## config.mk

```make
export PLATFORM = sky130hd
export DESIGN_NAME = irq_two_tier_hub
export DESIGN_NICKNAME = d
export VERILOG_FILES = /design/src/rtl/irq_hub_pkg.sv /design/src/rtl/irq_sticky_bank.sv /design/src/rtl/irq_local_tier.sv /design/src/rtl/irq_primary_tier.sv /design/src/rtl/irq_two_tier_hub.sv
export SDC_FILE = /design/constraint.sdc
export NUM_CORES = 1
export LEC_CHECK = 0
export BUFFER_PORTS_ARGS = -buffer_cell sky130_fd_sc_hd__buf_4
export CORE_ASPECT_RATIO = 0.8
export CORE_UTILIZATION = 25
export CTS_CLUSTER_SIZE = 12
export DETAILED_ROUTE_END_ITERATION = 6
export PLACE_DENSITY = 0.57
export SLEW_MARGIN = 20
export SYNTH_ARGS = -nofsm -noshare
export SYNTH_HDL_FRONTEND = slang
export SYNTH_SLANG_ARGS = --single-unit
```

## constraint.sdc

```tcl
create_clock -name clk -period 1.6 [get_ports clk]
set_clock_uncertainty 0.05 [all_clocks]
set_input_delay 0.16 -clock clk [delete_from_list [all_inputs] [get_ports clk]]
set_output_delay 0.16 -clock clk [all_outputs]
set_load 0.02 [all_outputs]
```

## src/rtl/irq_hub_pkg.sv

```systemverilog
package irq_hub_pkg;
   localparam int REG_W = 32;

   // register select codes (software map)
   localparam logic [2:0] SEL_CTRL  = 3'd0;
   localparam logic [2:0] SEL_LSTAT = 3'd1;
   localparam logic [2:0] SEL_LEN   = 3'd2;
   localparam logic [2:0] SEL_LIVE  = 3'd3;
   localparam logic [2:0] SEL_DMA   = 3'd4;

   // primary control field positions
   localparam int B_HOST_IE  = 0;
   localparam int B_LOCAL_IE = 1;
   localparam int B_DMA_IE   = 2;
   localparam int B_PEND     = 8;
   localparam int B_LED      = 31;

   typedef struct packed {
      logic led;
      logic dma_ie;
      logic local_ie;
      logic host_ie;
   } prim_ctrl_t;
endpackage

```

## src/rtl/irq_sticky_bank.sv

```systemverilog
module irq_sticky_bank #(
   parameter int WIDTH = 4
) (
   input  logic             clk,
   input  logic             rst_n,
   input  logic [WIDTH-1:0] set_i,
   input  logic [WIDTH-1:0] clr_i,
   output logic [WIDTH-1:0] q_o
);
   initial begin
      assert (WIDTH >= 1 && WIDTH <= 32) else $error("irq_sticky_bank: WIDTH out of range");
   end

   for (genvar i = 0; i < WIDTH; i++) begin : g_bit
      always_ff @(posedge clk or negedge rst_n) begin
         if (!rst_n)        q_o[i] <= 1'b0;
         else if (set_i[i]) q_o[i] <= 1'b1;   // event has priority over clear
         else if (clr_i[i]) q_o[i] <= 1'b0;
      end

      // an event always leaves the flag set
      a_r3_event_wins: assert property (@(posedge clk) disable iff (!rst_n)
         set_i[i] |=> q_o[i]);
      // a set flag holds without a clear request
      a_r1_sticky: assert property (@(posedge clk) disable iff (!rst_n)
         (q_o[i] && !clr_i[i]) |=> q_o[i]);
      // a clear without an event drops the flag
      a_r2_clear: assert property (@(posedge clk) disable iff (!rst_n)
         (clr_i[i] && !set_i[i]) |=> !q_o[i]);
   end
endmodule

```

## src/rtl/irq_local_tier.sv

```systemverilog
module irq_local_tier #(
   parameter int N_LOCAL = 4
) (
   input  logic               clk,
   input  logic               rst_n,
   input  logic [N_LOCAL-1:0] evt_i,
   input  logic               wr_stat_i,
   input  logic               wr_en_i,
   input  logic [N_LOCAL-1:0] wdata_i,
   output logic [N_LOCAL-1:0] flags_o,
   output logic [N_LOCAL-1:0] en_o,
   output logic               sum_o
);
   logic [N_LOCAL-1:0] clr_req;

   // writing zero to a bit position requests its clear
   assign clr_req = wr_stat_i ? ~wdata_i : '0;

   irq_sticky_bank #(.WIDTH(N_LOCAL)) u_flags (
      .clk   (clk),
      .rst_n (rst_n),
      .set_i (evt_i),
      .clr_i (clr_req),
      .q_o   (flags_o)
   );

   always_ff @(posedge clk or negedge rst_n) begin
      if (!rst_n)       en_o <= '0;
      else if (wr_en_i) en_o <= wdata_i;
   end

   assign sum_o = |(flags_o & en_o);

   // summary can only be active with some enable bit set
   a_r4_needs_enable: assert property (@(posedge clk) disable iff (!rst_n)
      sum_o |-> (en_o != '0));
endmodule

```

## src/rtl/irq_primary_tier.sv

```systemverilog
module irq_primary_tier
   import irq_hub_pkg::*;
#(
   parameter bit OUT_REG = 1'b0
) (
   input  logic             clk,
   input  logic             rst_n,
   input  logic             wr_i,
   input  logic [REG_W-1:0] wdata_i,
   input  logic             local_sum_i,
   input  logic             dma_flag_i,
   output prim_ctrl_t       ctrl_o,
   output logic             irq_n_o
);
   logic want_irq;

   always_ff @(posedge clk or negedge rst_n) begin
      if (!rst_n) begin
         ctrl_o <= '{led: 1'b1, dma_ie: 1'b0, local_ie: 1'b0, host_ie: 1'b0};
      end else if (wr_i) begin
         ctrl_o.led      <= wdata_i[B_LED];
         ctrl_o.dma_ie   <= wdata_i[B_DMA_IE];
         ctrl_o.local_ie <= wdata_i[B_LOCAL_IE];
         ctrl_o.host_ie  <= wdata_i[B_HOST_IE];
      end
   end

   assign want_irq = ctrl_o.host_ie &
                     ((ctrl_o.local_ie & local_sum_i) | (ctrl_o.dma_ie & dma_flag_i));

   if (OUT_REG) begin : g_reg_out
      always_ff @(posedge clk or negedge rst_n) begin
         if (!rst_n) irq_n_o <= 1'b1;
         else        irq_n_o <= ~want_irq;
      end
      // host enable off keeps the line idle on the next cycle
      a_r5_global_gate: assert property (@(posedge clk) disable iff (!rst_n)
         !ctrl_o.host_ie |=> irq_n_o);
      // an enabled DMA completion asserts the line next cycle
      a_r7_dma_drives: assert property (@(posedge clk) disable iff (!rst_n)
         (ctrl_o.host_ie && ctrl_o.dma_ie && dma_flag_i) |=> !irq_n_o);
   end else begin : g_comb_out
      assign irq_n_o = ~want_irq;

      a_r5_global_gate: assert property (@(posedge clk) disable iff (!rst_n)
         !ctrl_o.host_ie |-> irq_n_o);

      a_r7_dma_drives: assert property (@(posedge clk) disable iff (!rst_n)
         (ctrl_o.host_ie && ctrl_o.dma_ie && dma_flag_i) |-> !irq_n_o);
      // local summary with local enable asserts the line
      a_r4_local_drives: assert property (@(posedge clk) disable iff (!rst_n)
         (ctrl_o.host_ie && ctrl_o.local_ie && local_sum_i) |-> !irq_n_o);
   end
endmodule

```

## src/rtl/irq_two_tier_hub.sv

```systemverilog
module irq_two_tier_hub
   import irq_hub_pkg::*;
#(
   parameter int N_LOCAL = 4,
   parameter int N_LIVE  = 4,
   parameter int ADDR_W  = 3,
   parameter bit OUT_REG = 1'b0
) (
   input  logic               clk,
   input  logic               rst_n,
   input  logic [N_LOCAL-1:0] local_evt_i,
   input  logic               dma_done_i,
   input  logic [N_LIVE-1:0]  live_i,
   input  logic               reg_wr_i,
   input  logic [ADDR_W-1:0]  reg_addr_i,
   input  logic [REG_W-1:0]   reg_wdata_i,
   output logic [REG_W-1:0]   reg_rdata_o,
   output logic               irq_n_o,
   output logic               led_o
);
   initial begin
      assert (N_LOCAL >= 1 && N_LOCAL <= B_PEND) else $error("N_LOCAL out of range");
      assert (N_LIVE >= 1 && N_LIVE <= REG_W)    else $error("N_LIVE out of range");
      assert (ADDR_W >= 3)                       else $error("ADDR_W too narrow");
   end

   logic             sel_ctrl, sel_lstat, sel_len, sel_live, sel_dma;
   logic [N_LOCAL-1:0] flags, enables;
   logic             local_sum, dma_flag, dma_clr;
   prim_ctrl_t       ctrl;
   logic             unused_wdata;

   assign sel_ctrl  = (reg_addr_i == ADDR_W'(SEL_CTRL));
   assign sel_lstat = (reg_addr_i == ADDR_W'(SEL_LSTAT));
   assign sel_len   = (reg_addr_i == ADDR_W'(SEL_LEN));
   assign sel_live  = (reg_addr_i == ADDR_W'(SEL_LIVE));
   assign sel_dma   = (reg_addr_i == ADDR_W'(SEL_DMA));
   assign unused_wdata = ^reg_wdata_i;

   irq_local_tier #(.N_LOCAL(N_LOCAL)) u_local (
      .clk       (clk),
      .rst_n     (rst_n),
      .evt_i     (local_evt_i),
      .wr_stat_i (reg_wr_i & sel_lstat),
      .wr_en_i   (reg_wr_i & sel_len),
      .wdata_i   (reg_wdata_i[N_LOCAL-1:0]),
      .flags_o   (flags),
      .en_o      (enables),
      .sum_o     (local_sum)
   );

   // DMA completion: write-one-to-clear on bit 0
   assign dma_clr = reg_wr_i & sel_dma & reg_wdata_i[0];

   irq_sticky_bank #(.WIDTH(1)) u_dma (
      .clk   (clk),
      .rst_n (rst_n),
      .set_i (dma_done_i),
      .clr_i (dma_clr),
      .q_o   (dma_flag)
   );

   irq_primary_tier #(.OUT_REG(OUT_REG)) u_prim (
      .clk         (clk),
      .rst_n       (rst_n),
      .wr_i        (reg_wr_i & sel_ctrl),
      .wdata_i     (reg_wdata_i),
      .local_sum_i (local_sum),
      .dma_flag_i  (dma_flag),
      .ctrl_o      (ctrl),
      .irq_n_o     (irq_n_o)
   );

   assign led_o = ctrl.led;

   always_comb begin
      reg_rdata_o = '0;
      if (sel_ctrl) begin
         reg_rdata_o[B_LED]      = ctrl.led;
         reg_rdata_o[B_PEND]     = local_sum;
         reg_rdata_o[B_DMA_IE]   = ctrl.dma_ie;
         reg_rdata_o[B_LOCAL_IE] = ctrl.local_ie;
         reg_rdata_o[B_HOST_IE]  = ctrl.host_ie;
      end else if (sel_lstat) begin
         reg_rdata_o[N_LOCAL-1:0] = flags;
      end else if (sel_len) begin
         reg_rdata_o[N_LOCAL-1:0] = enables;
      end else if (sel_live) begin
         reg_rdata_o[N_LIVE-1:0] = live_i;
      end else if (sel_dma) begin
         reg_rdata_o[0] = dma_flag;
      end
   end

   // indicator output tracks a control write to bit 31 on the next cycle
   a_r10_led_write: assert property (@(posedge clk) disable iff (!rst_n)
      (reg_wr_i && sel_ctrl) |=> (led_o == $past(reg_wdata_i[B_LED])));
   // writing zero to the DMA register never clears the flag
   a_r6_dma_zero_write: assert property (@(posedge clk) disable iff (!rst_n)
      (dma_flag && reg_wr_i && sel_dma && !reg_wdata_i[0]) |=> dma_flag);
endmodule

```

* Word-level counts from Yosys, hierarchy flattened
Cells that the tools add are included.
Cells by class: mux-type cells 20, bitwise logic cells 12, eq/ne operators 4, reductions and logical operators 7
Operator list (number):
- 1-bit 2-to-1 mux | 15
- 4-bit 2-to-1 mux | 3
- 2-bit nonzero test | 5
- 1-bit bitwise AND | 8
- 3-bit by 2-bit == test with 1-bit output, second input constant | 2
- 3-bit 2-to-1 mux | 2
- 4-bit bitwise AND | 1
- 4-bit inverter | 1
- 4-bit OR reduction | 1
- 3-bit by 1-bit == test with 1-bit output, second input constant | 1
- 3-bit == test, second input constant | 1
- 3-bit logical NOT | 1
- 1-bit inverter | 1
- 1-bit bitwise OR | 1
Word-level totals: bits of input ports 47, logic and storage cells 53, register bits 13, output and inout port bits 34

* Logic depth before layout (Yosys ltp)
Gate-level depths: netlist of run 1.
depth in word-level cells 6, gate-level depth with buffers 4

* Modules after synthesis
From an unflattened synthesis of run 1, not the netlist that was laid out.
Second synthesis, totals: cell total of the unflattened synthesis 94, area total of the unflattened synthesis 947.2 sq um
By module, submodules not included:
- irq_two_tier_hub | area an instance 417.9 sq um, instances 1, cells an instance 54
- irq_local_tier | area an instance 188.9 sq um, instances 1, cells an instance 15
- irq_primary_tier | area an instance 158.9 sq um, instances 1, cells an instance 10
- irq_sticky_bank at u_local.u_flags | area an instance 145.1 sq um, instances 1, cells an instance 12
- irq_sticky_bank at u_dma | area an instance 36.3 sq um, instances 1, cells an instance 3

* Least setup slack after synthesis of run 1
OpenSTA, ideal clock, no wires.
kind register to output, from register u_local.u_flags.q_o[2], to output port reg_rdata_o[8], stages on the path, launching flop included 3, data arrival time 1.574 ns, setup slack -0.184 ns, path buffers 0, data required time 1.390 ns, cell sequence dfrtp_1 a22oi_1 a2111oi_0
Between the ends: word-level cells in the longest chain between the ends 3
Ends and longest elaborated chain:
- from (decl) | RTL line irq_sticky_bank.sv:8 | output logic [WIDTH-1:0] q_o
- from (signal, indexed assignment) | RTL line irq_sticky_bank.sv:16 | if (!rst_n) q_o[i] <= 1'b0;
- from (signal, indexed assignment) | RTL line irq_sticky_bank.sv:17 | else if (set_i[i]) q_o[i] <= 1'b1;
- from (signal, indexed assignment) | RTL line irq_sticky_bank.sv:18 | else if (clr_i[i]) q_o[i] <= 1'b0;
- 4-bit bitwise AND | RTL line irq_local_tier.sv:32 | assign sum_o = |(flags_o & en_o);
- 4-bit OR reduction | RTL line irq_local_tier.sv:32
- 1-bit 2-to-1 mux | RTL line irq_two_tier_hub.sv:78 | if (sel_ctrl) begin
- to (decl) | RTL line irq_two_tier_hub.sv:17 | output logic [REG_W-1:0] reg_rdata_o,
Every way passes these cells.

* Worst setup path after layout of run 1
from register u_local.en_o[1], to output port reg_rdata_o[1]
Between the ends: word-level cells in the longest chain between the ends 3
Ends and longest elaborated chain:
- from (decl) | RTL line irq_local_tier.sv:11 | output logic [N_LOCAL-1:0] en_o,
- from (signal assigned) | RTL line irq_local_tier.sv:29 | else if (wr_en_i) en_o <= wdata_i;
- 4-bit 2-to-1 mux | RTL line irq_two_tier_hub.sv:86 | end else if (sel_len) begin
- 4-bit 2-to-1 mux | RTL line irq_two_tier_hub.sv:84 | end else if (sel_lstat) begin
- 3-bit 2-to-1 mux | RTL line irq_two_tier_hub.sv:78
Every way passes these cells.

==> results of run 1 <==
## cell usage after synthesis, drive strengths merged
master / count
dfstp: 1
mux2: 10
nand4bb: 1
nand2: 3
o22ai: 1
nor2b: 2
o21ai: 4
nor4b: 2
nor2: 1
mux4: 2
nor4bb: 1
o21a: 1
dfrtp: 12
nand3b: 2
a21o: 1
a31oi: 1
nand2b: 4
a22oi: 2
buf: 29
nor3b: 1
a21oi: 3
a2111oi: 1
nand4: 1
conb: 1
## final timing paths
path	startpoint	endpoint	slack, ns	cells past startpoint
worst min register to register	u_dma.q_o	u_dma.q_o	0.50	1
worst min-delay path	dma_done_i	u_dma.q_o	0.05	2
max in group asynchronous	rst_n	u_prim.ctrl_o[3]	1.03	2
worst max register to register	u_prim.ctrl_o[0]	u_prim.ctrl_o[0]	0.75	1
worst max-delay path	u_local.en_o[1]	reg_rdata_o[1]	0.003	3
min in group asynchronous	rst_n	u_local.u_flags.q_o[0]	0.24	2
## cell families after synthesis
group / Yosys count / synth area share [%]
other: 1 / 0.396
and+or+nand+nor: 18 / 15.9
muxes: 12 / 16.6
DFF: 13 / 34.5
AOI/OAI and AO/OA: 14 / 9.12
buffers and inverters: 29 / 23.5
## flip-flops by register name, summed over array words and instances, names as in the netlist
register             count
u_local.en_o             4
u_local.u_flags.q_o      4
u_prim.ctrl_o            4
u_dma.q_o                1
## what timing repair did
action / in CTS / in global routing
hold buffers: 1 / 0
pin swaps: 0 / 1
gates resized for setup: 1 / 10
buffers inserted: 0 / 1
setup endpoints to repair: 2 / 4
hold endpoints to repair: 13 / 0
## worst max-delay path: cells and delay by family, from the launching register on
kind                   cells  cell delay, ns
buffers and inverters      1            0.13
flip-flops                 1            0.41
AND/OR/NAND/NOR            1            0.14
multiplexers               1            0.47
## metrics by stage
stage / TNS (ns) / power [mW] / utilization [%] / cells
floorplan: 0 / 0.679 / - / 112
global placement: 0 / 0.740 / 30.5 / 152
detailed placement: 0 / 0.749 / 30.5 / 152
CTS: -0.0201 / 1.05 / 32.3 / 157
global route: -0.0955 / 1.14 / 33.7 / 158
finish: 0 / 1.08 / 33.7 / 158
## cell type report
class,count,area [µm²],share of cell area [%]
Timing Repair Buffer,29,228,19.2
Clock buffer,4,45.0,3.80
Sequential cell,13,327,27.6
Tap cell,42,52.6,4.44
Multi-Input combinational cell,70,533,45.0
## per-layer routing
layer | up-vias | global-route usage, % | wire length [µm]
met5 | - | 0 | 0
met4 | 0 | 3.43 | 25
met3 | 5 | 3.36 | 152
met2 | 37 | 17.6 | 979
met1 | 325 | 12.7 | 850
li1 | 313 | - | -
## power breakdown
group | switching [mW] | internal (mW) | total (mW)
combinational | 0.189 | 0.178 | 0.367
clock | 0.110 | 0.175 | 0.286
sequential | 0.0449 | 0.381 | 0.426
==> flow_summary.ini, run 1 <==
[status]
outcome = finished with violations
violations = DRC

[job]
maxCapViolations = 0

[worst_setup_path]
crit_slowest_cell = mux4_2
worst-endpoint-arrival_ns = 1.39
required_ns = 1.39
endpoint_kind = output port
crit_fanout = 3
crit_chain = mux4_2 > nor2b_4 > buf_6
cp-start-kind = flop
slowest_delay_ns = 0.47
criticalPathCategory = reg -> out

[floorplanning]
die_width_um = 70.8
start_util_pct = 26.9
core_area_um2 = 3520
std_cell_rows = 19
ios = 81
die-area_um2 = 4040
die_h_um = 57.1

[synth]
syn_area_um2 = 947
syn_area_per_cell_um2 = 10.9
seq_area_frac_synth_pct = 34.5
ys_top_cells_by_area = dfrtp_1, buf_4, mux2_2
ys_seq_elements = 13
yosysTopAreaCell = dfrtp_1
ys_types = 27
yosysTopAreaCellShare_pct = 31.7
yosysWarnings = 0
syn-instance-count = 87

[clock_network]
clock-sinks = 13
cts_tree = built
tritoncts.num_buffers = 3
clock_latency_ns = 0.24
htreeDepth = 1
root_buffer = clkbuf_8
path_clk_slew_ns = 0.05
cts_max_path_buffers = 2

[timing]
timing.final.crit_share_pct = 99.8
grt_setup_unrepaired = true
hold_viol = 0
timing.fmax_mhz = 626
setup_viol = 0
report.final.slew_viol_count = 0
period_needed_ns = 1.60
hold_ws_ns = 0.0473
worst_slack_ns = 0.00293

[detailed_routing]
drc = 8
wire_per_inst_um = 12.7
drt_iter0_drc = 23
via_per_inst = 4.30
routed_wl_um = 2010
ant_nets = 0
vias = 680
drt_pass1_iterations = 7

[cells_and_area]
fillers = 357
syn_to_final_growth_pct = 25.1
diodes = 0
final_area_um2 = 1180
fin_nets = 164
layout_common_cells = conb_1, buf_4, dfrtp_1, mux2_2
final_layout_size_suffix_gt1_share_pct = 45.7

[placement]
place.port_buffers = 27
gp_congestion = 0.791
dp_hpwl_um = 1540
place_area_um2 = 1070
post-place-ws_ns = 0.196

[grt]
grt_max_degree = 15
antenna_found_initial = 0
grt_first_pass_wirelength_um = 3180
grt_pass1_vias = 653
grtUsageTotal_pct = 10.4
grt_overflow = 0

[min_path]
hp-class = in -> reg

[pwr]
p_leak_nw = 0.524
power.density_nw_per_um2 = 910
ir_worst_vdd_mv = 0.556
No activity file was read; power rests on OpenSTA's default activity.
==> run 2: changes to the inputs <==
--- a/config.mk
+++ b/config.mk
@@ -11,6 +11,7 @@
 export CTS_CLUSTER_SIZE = 12
 export DETAILED_ROUTE_END_ITERATION = 6
 export PLACE_DENSITY = 0.57
+export REMOVE_ABC_BUFFERS = 1
 export SLEW_MARGIN = 20
 export SYNTH_ARGS = -nofsm -noshare
 export SYNTH_HDL_FRONTEND = slang
==> run 2 against run 1 <==
Compared with the run above:
- the run still ends with DRC left
- first-iteration DRC count increased by 57%
- worst hold slack improved by 0.00083 ns
- utilization increased by 0.18 points
- critical path depth unchanged
- via count increased by 4.6%
- global-route usage increased by 0.14 points
- fmax increased by 0.48%
- highest routed layer unchanged
==> flow_summary.ini, run 2 (same netlist as run 1, synthesis figures left out) <==
[worst_setup_path]
crit_slowest_cell = mux4_2
worst-endpoint-arrival_ns = 1.38
cp-start-kind = flop
crit_chain = mux4_2 > nor2b_4 > buf_6
slowest_delay_ns = 0.46
crit_fanout = 3
endpoint_kind = output port
regToRegSetupSlack_ns = 0.67
required_ns = 1.39
criticalPathCategory = reg -> out

[cells_and_area]
fillers = 361
finish.utilization_pct = 33.9
fin_nets = 166
regArea_um2 = 327
multi_input_area_um2 = 523
layout_common_cells = buf_4, conb_1, dfrtp_1, mux2_2
final_layout_size_suffix_gt1_share_pct = 45.8
final_area_um2 = 1190
final_common_cell = buf_4
biggestRegsByFlops = u_local.en_o (4), u_local.u_flags.q_o (4), u_prim.ctrl_o (4)
syn_to_final_growth_pct = 25.8
diodes = 0

[clock_network]
root_buffer = clkbuf_8
cts_tree = built
cts_max_path_buffers = 2
clock_latency_ns = 0.24
tritoncts.num_buffers = 3
path_clk_slew_ns = 0.06
htreeDepth = 1
clock-sinks = 13

[pwr]
power.density_nw_per_um2 = 906
p_leak_nw = 0.535
ir_worst_vdd_mv = 0.466

[placement]
gp_congestion = 0.804
place_area_um2 = 1070
dp_hpwl_um = 1500
place.port_buffers = 27
post-place-ws_ns = 0.171

[detailed_routing]
vias = 711
drt_pass1_iterations = 7
drt_iter0_drc = 36
ant_nets = 0
wire_per_inst_um = 12.6
routed_wl_um = 2010
drc = 12
via_per_inst = 4.44

[floorplanning]
die_h_um = 57.1
std_cell_rows = 19
die-area_um2 = 4040
die_width_um = 70.8
start_util_pct = 26.9
core_area_um2 = 3520
ios = 81

[status]
outcome = finished with violations
violations = DRC

[grt]
antenna_found_initial = 0
grt_first_pass_wirelength_um = 3140
grtUsageTotal_pct = 10.6
grt_max_degree = 15
grt_overflow = 0
grt_pass1_vias = 659

[job]
maxCapViolations = 0

[timing]
report.final.slew_viol_count = 0
period_needed_ns = 1.59
timing.final.crit_share_pct = 99.3
grt_setup_unrepaired = true
fin_setup_tns_ns = 0
timing.fmax_mhz = 629
hold_viol = 0
worst_slack_ns = 0.0105
setup_viol = 0
hold_ws_ns = 0.0481

[min_path]
hp-class = in -> reg
## run 2: cell types whose count changed in the layout (fill, tap and decap cells not counted), sizes merged
cell,before,now
clkinv,0,1
buf,28,30
clkbuf,4,3
## run 2: through the flow
step / instances / power [mW]
3_3_place_gp: 152 / 0.737
2_1_floorplan: 83 / 0.615
6_report: 160 / 1.08
4_1_cts: 159 / 1.08
5_1_grt: 160 / 1.14
3_5_place_dp: 152 / 0.745
## run 2: final cells by class
cell class | count | share of cell area [%]
Tap cell | 42 | 4.41
Sequential cell | 13 | 27.4
Timing Repair Buffer | 31 | 20.4
Clock buffer | 3 | 3.47
Clock inverter | 1 | 0.420
Multi-Input combinational cell | 70 | 43.9
## run 2: repair_timing
| action | in CTS | in global routing |
|---|---|---|
| gates resized for setup | 6 | 3 |
| hold buffers | 1 | 0 |
| buffers inserted | 2 | 1 |
| endpoints found under the setup margin | 3 | 4 |
| endpoints found under the hold margin | 13 | 0 |
## run 2: worst max-delay path, delay by kind of cell, from the launching register on
family | cells | cell delay (ns)
and+or+nand+nor | 1 | 0.14
DFF | 1 | 0.40
muxes | 1 | 0.46
buffers and inverters | 1 | 0.13
## run 2: path summary, 6_finish.rpt
kind	startpoint	endpoint	cells after the start
max in group asynchronous	rst_n	u_prim.ctrl_o[3]	2
worst min-delay path	local_evt_i[3]	u_local.u_flags.q_o[3]	2
worst max-delay path	u_local.en_o[1]	reg_rdata_o[1]	3
min in group asynchronous	rst_n	u_local.u_flags.q_o[3]	2
worst max register to register	u_prim.ctrl_o[2]	u_prim.ctrl_o[2]	2
worst min register to register	u_dma.q_o	u_dma.q_o	1
## run 2: metal layers
layer | global-route usage, % | vias up | wire length, µm
li1 | - | 320 | -
met1 | 12.9 | 343 | 894
met2 | 16.5 | 43 | 916
met3 | 4.95 | 5 | 179
met4 | 3.71 | 0 | 21
met5 | 0 | - | 0
## run 2: power breakdown
part | leakage, nW | internal [mW] | switching (mW)
Sequential | 0.139 | 0.381 | 0.0387
Combinational | 0.371 | 0.181 | 0.185
Clock | 0.0255 | 0.172 | 0.122
Total | 0.535 | 0.734 | 0.345
